## src/rtl/gpe_pkg.sv

```systemverilog
`timescale 1ns/1ps
package gpe_pkg;
    parameter int REG_W    = 32;
    parameter int NUM_GPIO = 16;
    parameter int GPIO_LSB = 16;
    parameter int USB_BIT  = 8;

    localparam logic [REG_W-1:0] GPIO_MASK  = {{NUM_GPIO{1'b1}}, {GPIO_LSB{1'b0}}};
    localparam logic [REG_W-1:0] USB_MASK   = {{(REG_W-1){1'b0}}, 1'b1} << USB_BIT;
    localparam logic [REG_W-1:0] VALID_MASK = GPIO_MASK | USB_MASK;

    typedef enum logic {SEL_STATUS = 1'b0, SEL_ENABLE = 1'b1} reg_sel_e;
    typedef enum logic {PWR_WORKING = 1'b0, PWR_SLEEP = 1'b1} pwr_state_e;

    typedef struct packed {
        logic [REG_W-1:0] set;
        logic [REG_W-1:0] clr;
    } sts_update_t;

    typedef struct packed {
        logic wake;
        logic sci;
        logic smi;
    } evt_out_t;

    function automatic logic pin_event(input logic lvl, input logic dir_in, input logic inv);
        return dir_in & (lvl ^ inv);
    endfunction
endpackage

```

## src/rtl/gpe_source_map.sv

```systemverilog
`timescale 1ns/1ps
module gpe_source_map
    import gpe_pkg::*;
#(
    parameter int W      = REG_W,
    parameter int NG     = NUM_GPIO,
    parameter int G_LSB  = GPIO_LSB,
    parameter int U_BIT  = USB_BIT
) (
    input  logic [NG-1:0] gpio_lvl,
    input  logic [NG-1:0] gpio_dir_in,
    input  logic [NG-1:0] gpio_inv,
    input  logic          usb_wake_req,
    output logic [W-1:0]  set_vec
);
    logic [NG-1:0] pin_hit;

    for (genvar g = 0; g < NG; g++) begin : g_pin
        assign pin_hit[g] = pin_event(gpio_lvl[g], gpio_dir_in[g], gpio_inv[g]);
    end

    always_comb begin
        set_vec = '0;
        set_vec[G_LSB +: NG] = pin_hit;
        set_vec[U_BIT] = usb_wake_req;
    end
endmodule

```

## src/rtl/gpe_status_bank.sv

```systemverilog
`timescale 1ns/1ps
module gpe_status_bank
    import gpe_pkg::*;
#(
    parameter int W                  = REG_W,
    parameter logic [W-1:0] VALID    = VALID_MASK,
    parameter logic [W-1:0] PLAT_DOM = GPIO_MASK
) (
    input  logic        clk,
    input  logic        rst_resume,
    input  logic        rst_plat,
    input  sts_update_t upd,
    output logic [W-1:0] sts
);
    logic [W-1:0] sts_next;

    always_comb begin
        // Set is applied after clear so a same-cycle set wins.
        sts_next = ((sts & ~upd.clr) | upd.set) & VALID;
        if (rst_plat) sts_next = sts_next & ~PLAT_DOM;
    end

    always_ff @(posedge clk) begin
        if (rst_resume) sts <= '0;
        else            sts <= sts_next;
    end

    p_reserved_zero_r7: assert property (@(posedge clk) disable iff (rst_resume)
        (sts & ~VALID) == '0);

    p_set_wins_r5: assert property (@(posedge clk) disable iff (rst_resume)
        !rst_plat |=> ((sts & $past(upd.set & VALID)) == $past(upd.set & VALID)));

    p_w1c_r5: assert property (@(posedge clk) disable iff (rst_resume)
        1'b1 |=> ((sts & $past(upd.clr & ~upd.set)) == '0));

    p_sticky_r6: assert property (@(posedge clk) disable iff (rst_resume)
        !rst_plat |=> ((sts & $past(sts & ~upd.clr)) == $past(sts & ~upd.clr)));

    p_plat_clear_r2: assert property (@(posedge clk) disable iff (rst_resume)
        rst_plat |=> ((sts & PLAT_DOM) == '0));
endmodule

```

## src/rtl/gpe_route.sv

```systemverilog
`timescale 1ns/1ps
module gpe_route
    import gpe_pkg::*;
#(
    parameter int W = REG_W
) (
    input  logic [W-1:0] sts,
    input  logic [W-1:0] en,
    input  pwr_state_e   pwr,
    input  logic         sci_sel,
    output evt_out_t     evt
);
    logic pending;

    always_comb begin
        pending  = |(sts & en);
        evt.wake = pending && (pwr == PWR_SLEEP);
        evt.sci  = pending && (pwr == PWR_WORKING) && sci_sel;
        evt.smi  = pending && (pwr == PWR_WORKING) && !sci_sel;
    end

    always_comb begin
        p_exclusive_r9: assert ($onehot0({evt.wake, evt.sci, evt.smi}));
        p_wake_needs_enable_r8: assert (!evt.wake || (sts & en) != '0);
    end
endmodule

```

## src/rtl/gpe_ctrl.sv

```systemverilog
`timescale 1ns/1ps
module gpe_ctrl
    import gpe_pkg::*;
#(
    parameter int W  = REG_W,
    parameter int NG = NUM_GPIO
) (
    input  logic          clk,
    input  logic          rst_resume,
    input  logic          rst_plat,
    input  logic          sleeping,
    input  logic          sci_sel,
    input  logic [NG-1:0] gpio_lvl,
    input  logic [NG-1:0] gpio_dir_in,
    input  logic [NG-1:0] gpio_inv,
    input  logic          usb_wake_req,
    input  logic          reg_wr,
    input  logic          reg_sel,
    input  logic [W-1:0]  reg_wdata,
    output logic [W-1:0]  reg_rdata,
    output logic          wake_o,
    output logic          sci_o,
    output logic          smi_o
);
    reg_sel_e    sel;
    sts_update_t upd;
    logic [W-1:0] sts;
    logic [W-1:0] en;
    logic [W-1:0] set_vec;
    evt_out_t    evt;
    pwr_state_e  pwr;

    assign sel = reg_sel_e'(reg_sel);
    assign pwr = sleeping ? PWR_SLEEP : PWR_WORKING;

    gpe_source_map #(.W(W), .NG(NG)) u_map (
        .gpio_lvl     (gpio_lvl),
        .gpio_dir_in  (gpio_dir_in),
        .gpio_inv     (gpio_inv),
        .usb_wake_req (usb_wake_req),
        .set_vec      (set_vec)
    );

    always_comb begin
        upd.set = set_vec;
        upd.clr = (reg_wr && sel == SEL_STATUS) ? reg_wdata : '0;
    end

    gpe_status_bank #(.W(W)) u_bank (
        .clk        (clk),
        .rst_resume (rst_resume),
        .rst_plat   (rst_plat),
        .upd        (upd),
        .sts        (sts)
    );

    always_ff @(posedge clk) begin
        if (rst_resume)                         en <= '0;
        else if (reg_wr && sel == SEL_ENABLE)   en <= reg_wdata & VALID_MASK;
    end

    gpe_route #(.W(W)) u_route (
        .sts     (sts),
        .en      (en),
        .pwr     (pwr),
        .sci_sel (sci_sel),
        .evt     (evt)
    );

    assign reg_rdata = (sel == SEL_ENABLE) ? en : sts;
    assign wake_o    = evt.wake;
    assign sci_o     = evt.sci;
    assign smi_o     = evt.smi;

    p_en_reserved_r7: assert property (@(posedge clk) disable iff (rst_resume)
        (en & ~VALID_MASK) == '0);

    p_en_kept_on_plat_r2: assert property (@(posedge clk) disable iff (rst_resume)
        (rst_plat && !reg_wr) |=> (en == $past(en)));

    p_wake_sleep_r8: assert property (@(posedge clk) disable iff (rst_resume)
        wake_o |-> sleeping);
endmodule

```

## config.mk

```make
export PLATFORM = sky130hd
export DESIGN_NAME = gpe_ctrl
export DESIGN_NICKNAME = d
export VERILOG_FILES = /design/src/rtl/gpe_pkg.sv /design/src/rtl/gpe_source_map.sv /design/src/rtl/gpe_status_bank.sv /design/src/rtl/gpe_route.sv /design/src/rtl/gpe_ctrl.sv
export SDC_FILE = /design/constraint.sdc
export NUM_CORES = 1
export LEC_CHECK = 0
export BUFFER_PORTS_ARGS = -buffer_cell sky130_fd_sc_hd__buf_4
export CAP_MARGIN = 20
export CORE_MARGIN = 2
export CORE_UTILIZATION = 42
export CTS_CLUSTER_SIZE = 8
export DETAILED_ROUTE_END_ITERATION = 6
export PLACE_DENSITY = 0.81
export SLEW_MARGIN = 10
export SYNTH_ARGS = -nofsm -noshare
export SYNTH_HDL_FRONTEND = slang
export SYNTH_SLANG_ARGS = --single-unit
export TNS_END_PERCENT = 10
```

## constraint.sdc

```tcl
create_clock -name clk -period 1.4 [get_ports clk]
set_input_delay 0.28 -clock clk [delete_from_list [all_inputs] [get_ports clk]]
set_output_delay 0.28 -clock clk [all_outputs]
set_load 0.02 [all_outputs]
```

# ---- Yosys cells after proc, flatten, opt, wreduce, memory -nomap -nowiden
# Cells that the tools add are included.
dict set report totals {
  regBits 49
  latch_bits 0
  ram_bits 0
  rom_bits 0
  inputBits 88
  out_inout_bits 35
  wordCells 53
  memories 0
}
dict set report op_classes {
  addsub 0
  mul 0
  div 0
  magnitude_cmp 0
  eq_ne 0
  shift 0
  muxes 3
  n_bitwise 38
  n_reduce_logical 9
}
# op count
set ops {}
lappend ops {{32-bit AND} 2}
lappend ops {{32-bit two-way mux} 2}
lappend ops {{32-bit NOT} 1}
lappend ops {{32-bit OR} 1}
lappend ops {{32-bit OR reduction} 1}
lappend ops {{1-bit AND} 16}
lappend ops {{1-bit bitwise XOR} 16}
lappend ops {{1-bit logical AND} 6}
lappend ops {{1-bit NOT} 2}
lappend ops {{2-bit OR reduction} 1}
lappend ops {{1-bit zero test} 1}
lappend ops {{1-bit two-way mux} 1}

# ---- Logic depth before layout (Yosys ltp)
dict set report logic_depth {
  depth_word 6
  ltp_mapped 6
  mapped_depth_nobuf 4
}

# ---- Modules after synthesis
# A second synthesis with hierarchy kept.
dict set report unflattened {
  hier_cells 310
  hier_area_um2 2635.0
}
# module n_inst cells_each area_per_inst_um2 seq_area_each_um2
set by_module_without_submodules {}
lappend by_module_without_submodules {gpe_ctrl 1 150 1267.5 340.3}
lappend by_module_without_submodules {gpe_status_bank 1 87 794.5 340.3}
lappend by_module_without_submodules {gpe_source_map 1 49 364.1 0.0}
lappend by_module_without_submodules {gpe_route 1 24 209.0 0.0}

# ---- Worst setup path after synthesis
# No wires, ideal clock.
dict set report synth_timing {
  path_type {reg2out}
  start {register u_bank.sts[25]}
  end {output smi_o}
  arrival_time_ns 1.299
  required_ns 1.120
  slack_ns -0.179
  path_stages_with_launch 5
  path_buffers 0
  path_cell_list {dfxtp_1 a22o_1 a221oi_2 and4_1 a211oi_1}
}
dict set report synth_via {
  elab_chain_len 4
}
# item line_no
set synth_rtl {}
lappend synth_rtl {{from (decl)} gpe_status_bank.sv:13} ;# output logic [W-1:0] sts
lappend synth_rtl {{from (signal assigned)} gpe_status_bank.sv:25} ;# else sts <= sts_next;
lappend synth_rtl {{32-bit AND} gpe_route.sv:16} ;# pending = |(sts & en);
lappend synth_rtl {{32-bit OR reduction} gpe_route.sv:16}
lappend synth_rtl {{1-bit logical AND (2 in a row)} gpe_route.sv:19} ;# evt.smi = pending && (pwr == PWR_WORKING) && !sci_sel;
lappend synth_rtl {{to (decl)} gpe_ctrl.sv:23} ;# output logic smi_o
# Every way passes these cells.

# ---- Final worst setup path
dict set report layout_timing {
  start {register u_bank.sts[19]}
  end {output sci_o}
}
dict set report layout_via {
  elab_chain_len 4
}
# item line_no
set layout_rtl {}
lappend layout_rtl {{32-bit AND} gpe_route.sv:16}
lappend layout_rtl {{32-bit OR reduction} gpe_route.sv:16}
lappend layout_rtl {{1-bit logical AND (2 in a row)} gpe_route.sv:18} ;# evt.sci = pending && (pwr == PWR_WORKING) && sci_sel;
lappend layout_rtl {{to (decl)} gpe_ctrl.sv:22} ;# output logic sci_o,
# Every way passes these cells.

==> impl_metrics.toml <==
[worst_setup_path]
crit_slowest_cell = "dfxtp_2"
endpoint_kind = "primary output"
critPathTopFamily = "compound AO/OA/AOI/OAI gates"
regToRegSetupSlack_ps = 570
rr_worst_depth = 3
crit_arrival_ps = 1530
slowest_delay_ps = 320
cp_num_buf_inv = 1
crit_end = "sci_o"
start_kind = "flip-flop"
r2r-end = "u_bank.sts[21]$_SDFF_PP0_"
cp.required_ps = 1120
path_max_fanout = 3
path_cells = "a22o_1 > a221oi_2 > and4_4 > a21oi_1 > buf_4"
path_depth = 5
path_class = "flip-flop to primary output"
r2r-start = "u_bank.sts[21]$_SDFF_PP0_"
critPathLaunch = "u_bank.sts[19]$_SDFF_PP0_"

[routing]
detail-route-antenna-nets = 0
drt_iter0_markers = 59
vias = 1823
routedWlPerCell_um = 13.01
first_pass_iters = 4
remaining_drc_errors = 0
routed_via_density = 4.874
wl_um = 4865

[clock_network]
cts_tree = "yes"
cts_buffers = 5
root_buffer = "clkbuf_8"
clkLatencyLatePin_ps = 280
path_clk_slew_ps = 70
cts_buffer_depth = 2
hold_buffers = 0
clock_sinks = 34
htree_levels = 2

[logic_synthesis]
synth-simple-area-share = 0.1683
ys_seq_elements = 34
synth.distinct_cells = 24
synth-compound-area-share = 0.1874
synth.avg_cell_area_um2 = 8.935
synthMuxAreaShare = 0.1006
yosysWarningCount = 0
synth_top_family_by_area = "compound AO/OA/AOI/OAI gates"
syn-cell-area_um2 = 1903
synth_xor_area_frac = 0.07364
yosysSeqAreaShare = 0.3577
syn_inst = 213
yosys.area_share.adder = 0

[floorplan]
dieArea_um2 = 5086
initial_core_util = 0.4371
dieWidth_um = 71.32
rows = 24
core_um2 = 4354
die_h_um = 71.32
ios = 123

[timing]
tightest_slew_ps = 629.9
skew_ps = 0
hold_viol_final = 0
finalCriticalPeriod_ps = 1810
maxSlewViolCount = 0
finalCritPeriodShare = 1.293
fmax_mhz = 552.4
setup_viol = 11
holdWs_ps = 217.8
rsz0062_at_grt = "true"
postLayoutSetupSlackWorst_ps = -410.3
final.setup.tns_ps = -1335
max_slew_margin = 0.5800

[job]
maxCapViolCount = 0

[finish]
nets = 409
final_cell_mix = "buf_4 (104), nand2_1 (41), dfxtp_1 (26)"
drive_gt1_frac = 0.5342
seqCellArea_um2 = 690.7
fillers = 373
syn2layout_area_growth_pct = 49.90
multi_input_area_um2 = 1072
final_cell_area_um2 = 2853
layout_commonest_cell = "buf_4"
fin_cells = 374
antenna_cells = 0

[pwr]
leakage_nw = 1.323
worst_ir_drop_vdd_v = 0.0006772
p_per_area_nw_per_um2 = 958.0

[global_route]
gr-total-overflow = 0
grt_start_max_net_pins = 21
track_usage = 0.1965
grt_pass1_wl_um = 7948
first_global_vias = 1854
antenna_found_initial = 0

[worst_hold_path]
hold_path.class = "input port to flip-flop"

[placed_design]
place_ws_ps = -161.5
placed_area_um2 = 2656
gp_congestion = 0.7495
io_buffers = 92
place_inst = 365
hpwl_um = 3690

[status]
outcome = "finished with violations"
failed_checks = "negative setup slack"
registers in the layout, summed over array words and instances (netlist names):
signal	cells
en	17
u_bank.sts	17
metrics by stage:
step	power, mW	utilization
floorplan	1.385	-
detailed placement	1.629	0.6101
CTS	2.755	0.6540
finish	2.733	0.6552
global route	2.861	0.6552
global placement	1.616	0.6101
cell usage after synthesis (all sizes together):
master,count,area share
xor2,16,0.074
a22oi,17,0.067
a221oi,3,0.024
nand2b,1,0.0033
and2,1,0.0033
buf,26,0.11
a222oi,1,0.0053
mux2,17,0.10
nand2,52,0.12
dfxtp,34,0.36
a22o,3,0.014
conb,1,0.0020
a21oi,19,0.070
a21boi,1,0.0039
or2,1,0.0033
nor2,17,0.034
nor2b,1,0.0033
and4,1,0.0046
a211oi,1,0.0039
power by group:
part           total [mW]  leakage (nW)  internal (mW)  switching [mW]
clock network        1.11        0.0714          0.759           0.350
logic               0.580         0.970          0.308           0.271
registers            1.04         0.281           1.01          0.0309
total                2.73          1.32           2.08           0.652
worst min path at each step:
stage	start	to	slack, ps	cells past startpoint
2_1_floorplan	usb_wake_req	u_bank.sts[8]$_SDFF_PP0_	400	2
3_3_place_gp	en[19]$_SDFFE_PP0P_	en[19]$_SDFFE_PP0P_	460	2
3_5_place_dp	en[19]$_SDFFE_PP0P_	en[19]$_SDFFE_PP0P_	460	2
4_1_cts	usb_wake_req	u_bank.sts[8]$_SDFF_PP0_	210	3
5_1_grt	usb_wake_req	u_bank.sts[8]$_SDFF_PP0_	220	3
6_report	usb_wake_req	u_bank.sts[8]$_SDFF_PP0_	220	3
layer usage:
metal	part of all wire	GRT usage	vias to the layer above
met5	0	0	-
met4	0.0051	0.04822	0
met3	0.069	0.06188	4
met2	0.51	0.3426	74
met1	0.42	0.2349	831
li1	-	-	914
what timing repair did:
item,CTS,global route
pin swaps,3,1
endpoints found under the setup margin,13,15
setup buffers,1,0
resized for setup,16,2
cell families after synthesis:
kind of cell / count (synthesis)
AOI/OAI and AO/OA: 45
muxes: 17
buffers and inverters: 26
other: 1
xor gates and xnor gates: 16
and+or+nand+nor: 74
DFF: 34
worst min-delay path, cell delays in order:
cell     delay [ps]
buf_4            80
a21oi_1          30
nor2_1           70
area by class of cell:
| type | instances | share of cell area |
|---|---|---|
| Clock buffer | 6 | 0.02895 |
| Clock inverter | 2 | 0.02105 |
| Multi-Input combinational cell | 167 | 0.3759 |
| Sequential cell | 34 | 0.2421 |
| Tap cell | 52 | 0.02281 |
| Timing Repair Buffer | 113 | 0.3092 |
(Power assumes the default switching activity.)
